**src/rtl/bas_pkg.sv**
```systemverilog
package bas_pkg;
  localparam int BEAT_W = 2;

  typedef enum logic {
    ORD_LINEAR     = 1'b0,
    ORD_INTERLEAVE = 1'b1
  } order_e;

  function automatic logic [BEAT_W-1:0] beat_low(
    input logic [BEAT_W-1:0] base,
    input logic [BEAT_W-1:0] step,
    input order_e            ord
  );
    if (ord == ORD_INTERLEAVE) return base ^ step;
    return base + step;
  endfunction
endpackage

```
**src/rtl/bas_load_ctrl.sv**
```systemverilog
module bas_load_ctrl (
  input  logic clk,
  input  logic rst,
  input  logic cpu_ads,
  input  logic ctl_ads,
  input  logic en_pri,
  input  logic en_sec,
  input  logic adv,
  output logic load_go,
  output logic desel_go,
  output logic adv_go,
  output logic valid_q
);
  logic start;

  always_comb begin
    start    = (cpu_ads & en_pri) | ctl_ads;
    load_go  = start & en_sec;
    desel_go = start & ~en_sec;
    adv_go   = ~start & adv & valid_q;
  end

  always_ff @(posedge clk) begin
    if (rst)           valid_q <= 1'b0;
    else if (load_go)  valid_q <= 1'b1;
    else if (desel_go) valid_q <= 1'b0;
  end

  assert_load_sets_valid_R2: assert property (@(posedge clk) disable iff (rst)
    load_go |=> valid_q);
  assert_gated_strobe_no_effect_R3: assert property (@(posedge clk) disable iff (rst)
    (cpu_ads && !en_pri && !ctl_ads) |=> valid_q == $past(valid_q));
  assert_deselect_clears_R5: assert property (@(posedge clk) disable iff (rst)
    desel_go |=> !valid_q);
endmodule

```
**src/rtl/bas_burst_cnt.sv**
```systemverilog
module bas_burst_cnt #(
  parameter int CNT_W = bas_pkg::BEAT_W
) (
  input  logic             clk,
  input  logic             rst,
  input  logic             load_go,
  input  logic             desel_go,
  input  logic             adv_go,
  output logic [CNT_W-1:0] cnt_q,
  output logic [CNT_W-1:0] cnt_nxt,
  output logic             last_q
);
  localparam logic [CNT_W-1:0] LAST_BEAT = {CNT_W{1'b1}};

  assign cnt_nxt = CNT_W'(cnt_q + 1'b1);

  always_ff @(posedge clk) begin
    if (rst || load_go || desel_go) begin
      cnt_q  <= '0;
      last_q <= 1'b0;
    end else if (adv_go) begin
      cnt_q  <= cnt_nxt;
      last_q <= (cnt_nxt == LAST_BEAT);
    end
  end

  assert_step_by_one_R6: assert property (@(posedge clk) disable iff (rst)
    adv_go |=> cnt_q == CNT_W'($past(cnt_q) + 1'b1));
  assert_last_only_at_end_R10: assert property (@(posedge clk) disable iff (rst)
    last_q |-> cnt_q == LAST_BEAT);
  assert_load_restarts_R2: assert property (@(posedge clk) disable iff (rst)
    load_go |=> (cnt_q == '0) && !last_q);
endmodule

```
**src/rtl/bas_addr_gen.sv**
```systemverilog
module bas_addr_gen #(
  parameter int ADDR_W = 19
) (
  input  logic                       clk,
  input  logic                       rst,
  input  logic                       load_go,
  input  logic                       adv_go,
  input  logic                       mode,
  input  logic [bas_pkg::BEAT_W-1:0] cnt_nxt,
  input  logic [ADDR_W-1:0]          addr_in,
  output logic [ADDR_W-1:0]          addr_q
);
  import bas_pkg::*;
  localparam int HI_W = ADDR_W - BEAT_W;

  logic [BEAT_W-1:0] base_lo;
  logic [BEAT_W-1:0] step_lo;

  assign step_lo = beat_low(base_lo, cnt_nxt, order_e'(mode));

  always_ff @(posedge clk) begin
    if (rst) begin
      base_lo <= '0;
      addr_q  <= '0;
    end else if (load_go) begin
      base_lo <= addr_in[BEAT_W-1:0];
      addr_q  <= addr_in;
    end else if (adv_go) begin
      addr_q  <= {addr_q[ADDR_W-1:BEAT_W], step_lo};
    end
  end

  assert_upper_fixed_R9: assert property (@(posedge clk) disable iff (rst)
    adv_go |=> addr_q[ADDR_W-1:BEAT_W] == $past(addr_q[ADDR_W-1:BEAT_W]));
  assert_idle_hold_R6: assert property (@(posedge clk) disable iff (rst)
    (!load_go && !adv_go) |=> $stable(addr_q));
  assert_load_captures_R2: assert property (@(posedge clk) disable iff (rst)
    load_go |=> addr_q == $past(addr_in));
  initial assert (HI_W >= 1) else $error("address too narrow");
endmodule

```
**src/rtl/burst_addr_seq.sv**
```systemverilog
module burst_addr_seq #(
  parameter int ADDR_W = 19
) (
  input  logic              clk,
  input  logic              rst,
  input  logic              cpu_ads,
  input  logic              ctl_ads,
  input  logic              en_pri,
  input  logic              en_sec,
  input  logic              adv,
  input  logic              mode,
  input  logic [ADDR_W-1:0] addr_in,
  output logic [ADDR_W-1:0] addr_q,
  output logic              valid_q,
  output logic              last_q
);
  import bas_pkg::*;

  logic              load_go, desel_go, adv_go;
  logic [BEAT_W-1:0] cnt_q, cnt_nxt;

  bas_load_ctrl u_ctrl (
    .clk(clk), .rst(rst), .cpu_ads(cpu_ads), .ctl_ads(ctl_ads),
    .en_pri(en_pri), .en_sec(en_sec), .adv(adv),
    .load_go(load_go), .desel_go(desel_go), .adv_go(adv_go), .valid_q(valid_q)
  );

  bas_burst_cnt #(.CNT_W(BEAT_W)) u_cnt (
    .clk(clk), .rst(rst), .load_go(load_go), .desel_go(desel_go), .adv_go(adv_go),
    .cnt_q(cnt_q), .cnt_nxt(cnt_nxt), .last_q(last_q)
  );

  bas_addr_gen #(.ADDR_W(ADDR_W)) u_addr (
    .clk(clk), .rst(rst), .load_go(load_go), .adv_go(adv_go), .mode(mode),
    .cnt_nxt(cnt_nxt), .addr_in(addr_in), .addr_q(addr_q)
  );

  assert_ctl_ignores_pri_R4: assert property (@(posedge clk) disable iff (rst)
    (ctl_ads && en_sec) |=> valid_q && !last_q);
  assert_last_needs_valid_R10: assert property (@(posedge clk) disable iff (rst)
    last_q |-> valid_q);
endmodule

```
**config.mk**
```make
export PLATFORM = sky130hd
export DESIGN_NAME = burst_addr_seq
export DESIGN_NICKNAME = d
export VERILOG_FILES = /design/src/rtl/bas_pkg.sv /design/src/rtl/bas_load_ctrl.sv /design/src/rtl/bas_burst_cnt.sv /design/src/rtl/bas_addr_gen.sv /design/src/rtl/burst_addr_seq.sv
export SDC_FILE = /design/constraint.sdc
export NUM_CORES = 1
export LEC_CHECK = 0
export BUFFER_PORTS_ARGS = -buffer_cell sky130_fd_sc_hd__buf_4
export CAP_MARGIN = 20
export CORE_MARGIN = 2
export CORE_UTILIZATION = 43
export CTS_CLUSTER_SIZE = 12
export DETAILED_ROUTE_END_ITERATION = 10
export PLACE_DENSITY = 0.84
export SETUP_SLACK_MARGIN = 0.02
export SYNTH_ARGS = -nofsm -noshare
export SYNTH_HDL_FRONTEND = slang
export SYNTH_SLANG_ARGS = --single-unit
```
**constraint.sdc**
```tcl
create_clock -name clk -period 1.9 [get_ports clk]
set_input_delay 0.285 -clock clk [delete_from_list [all_inputs] [get_ports clk]]
set_output_delay 0.285 -clock clk [all_outputs]
set_load 0.01 [all_outputs]
```
==> impl_results.md <==
- Clock slew at reported path FFs: 120 ps
- Final Hold Viols: 0
- Status: finished clean
- Pwr Density: 707 nW/um^2
- Mapped Cells: between 100 and 150
- Remaining DRCs: 0
- Synth unique cells: 20
- Hold_sp: addr_in[3]
- HP Class: in2reg
- Post_cts resized: 0
- Clk buf depth: 2
- Clock root cell: clkbuf_4
- Crit path time final: 1580 ps
- Core area: 2150 um^2
- R2R Setup Slk: approximately 320 ps
- Slowest-stage cell, CP: dfxtp_1
- P_leak: 0.588 nW
- Max frequency: 0.631 GHz
- Largest net degree at the start of global routing: 24
- Number of setup buffers added after CTS: 0
- Total number of vias: between 900 and 1000
- Total die area: 2620 um^2
- Initial core utilization: between 40 and 50%
- Crit-path cells: inv_1 > ha_1 > xnor2_1 > xnor2_1 > a211o_1 > a21oi_1
- Starting DRC count in detailed routing: 14
- First-pass GRT wire length: around 3700 um
- Util after Layout: 62.7%
- Tot GR Track Use: 18.4%
- Crit path launch type: register
- I/O pin count: 48
- CP max FO: 2
- Routed wire length: 2130 um
- Die H: 51.2 um
- Via/cell ratio: 4.80
- Tcrit/Tclk final: between 80 and 90%
- Reg-to-reg critical path endpoint: u_addr.addr_q[1]
- Setup TNS: 0 ps
- CP peak stage delay: 380 ps
- CTS Sinks: 25
- Net count, final: 190
- CTS buffer count: 3
- # port buffers: 47
- CP Capture Type: register
- # rows: 17
- Hold worst-path end: u_addr.addr_q[3]
- Worst path bufs/invs: 1
- Ant diodes: 0
- Max-slew violations: 0
- Hold path depth: 3
- DRT antenna net count: 0
- Worst EP arrival: 1830 ps
- Final Setup Violations: 0
- CTS tree: done
- Design Area, Final: 1350 um^2
- WP depth: 6
- Slew @ Worst Pin: 277 ps
- Die Wd: roughly 51 um
- RSZ-0062 raised after global routing: no
- CP top delay family: compound AO/OA/AOI/OAI gates
- Placer Congestion: 0.762
- Mean area per synthesized cell: 8.39 um^2
- Area Growth Syn to Fin: 41.0%
- H-tree lvl count: 1
- Post-Syn Area: 956 um^2
- DRT Pass-1 Iters: 4
- Yosys reg bits: 25
- Slew headroom: 81.6%
- Setup CP Type: reg2reg
- Post-CTS Hold Buffers: 0
- Area after detailed placement: 1320 um^2
- Peak supply drop: between 0.5 and 0.6 mV
- Worst r2r path cells: 6
- Max-cap violations: 0
- Worst-Skew Late Latency: 300 ps
- Worst Path Required: 2150 ps
- Number of global-route vias before repair: 896
- Most used cell, CP: xnor2_1
- Detailed Place HPWL: 1630 um
- Initial antenna violation count: 0
- Layout cells sized above 1: 33.8%
- GR Overflow Total: 0
- Setup Skew: 1.23 ps
- Register area share after synthesis: 52.4%
- Total of warnings raised by yosys: 0
- Post-detailed-route wirelength per cell: 11.3 um
- Net Count, Synth: 143
- Reg-to-reg startpoint: u_cnt.cnt_q[0]
placed cells by master, fill, tap and decap left out, drive strengths merged, types with 2 or more instances in the layout:
cell / netlist / routed
nor2b: 2 / 2
ha: 2 / 2
xnor2: 3 / 3
nand2: 39 / 39
clkbuf: 3 / 4
a21oi: 22 / 22
dfxtp: 25 / 25
nor2: 4 / 4
a211oi: 2 / 2
mux2i: 2 / 2
buf: 4 / 49
state kept, by name (all words and copies together) (netlist names):
| name | cells |
|---|---|
| u_ctrl.valid_q | 1 |
| u_cnt.cnt_q | 2 |
| u_cnt.last_q | 1 |
| u_addr.addr_q | 19 |
| u_addr.base_lo | 2 |
power by group:
group          internal [mW]  switching [mW]  leakage, nW  total, mW
Clock                 0.0817           0.142       0.0150      0.223
Sequential             0.550          0.0138        0.205      0.564
Combinational         0.0889          0.0758        0.368      0.165
Total                  0.721           0.231        0.588      0.952
cell usage after synthesis:
master,count,area [um^2]
nand2_1,39,146
dfxtp_1,25,500
a21oi_1,21,105
nor2_1,4,15.0
buf_2,3,15.0
clkbuf_1,3,11.3
xnor2_1,3,26.3
ha_1,2,25.0
mux2i_1,2,20.0
nor2b_1,2,12.5
a211o_1,1,8.76
a211oi_1,1,7.51
a211oi_2,1,12.5
a21oi_2,1,8.76
a31oi_1,1,6.26
and3_1,1,6.26
buf_6,1,11.3
inv_1,1,3.75
nand2b_1,1,6.26
or2b_1,1,7.51
worst max-delay path by stage:
stage	from	endpoint
finish	u_cnt.cnt_q[0]	u_addr.addr_q[1]
CTS	u_cnt.cnt_q[0]	u_addr.addr_q[1]
floorplan	u_cnt.cnt_q[0]	u_addr.addr_q[1]
detailed placement	u_cnt.cnt_q[0]	u_addr.addr_q[1]
global placement	u_cnt.cnt_q[0]	u_addr.addr_q[1]
global route	u_cnt.cnt_q[0]	u_addr.addr_q[1]
worst reg2reg max path: cells and delay by family, from the launching register on:
kind,cells,cell delay (ps)
XOR/XNOR,2,320
flip-flops,1,380
adder cells (fa/ha/maj),1,320
buffers and inverters,1,80
AO/OA/AOI/OAI,2,430
layer usage:
metal	vias up	GRT usage [%]	wire, um	share of wire [%]
met5	-	0	0	0
met4	0	7.66	16	0.75
met3	2	2.92	114	5.4
met2	31	29.9	1020	48
met1	407	24.3	978	46
li1	463	-	-	-
cell families after synthesis:
| kind of cell | count (synthesis) | synth area share (%) |
|---|---|---|
| and+or+nand+nor | 48 | 20.3 |
| AOI/OAI and AO/OA | 26 | 15.6 |
| DFF | 25 | 52.4 |
| buffers and inverters | 8 | 4.32 |
| xor gates and xnor gates | 3 | 2.75 |
| muxes | 2 | 2.09 |
| adders and majority gates | 2 | 2.62 |
through the flow:
| step | instances | hold slack, ps | power (mW) | worst slack, ps |
|---|---|---|---|---|
| floorplan | 114 | 350 | 0.650 | 496 |
| global placement | 184 | 443 | 0.737 | 475 |
| detailed placement | 184 | 450 | 0.743 | 334 |
| CTS | 188 | 205 | 0.965 | 307 |
| global route | 188 | 196 | 1.01 | 207 |
| finish | 188 | 215 | 0.952 | 316 |
cell type report:
cell class,count,area [um^2]
clock buffers,4,26.3
fillers,198,801
inverters,1,3.75
multi-input cells,81,414
flip-flops and latches,25,500
well taps,28,35.0
repair buffers,49,368
Note: power is estimated with default switching activity, not from simulation.
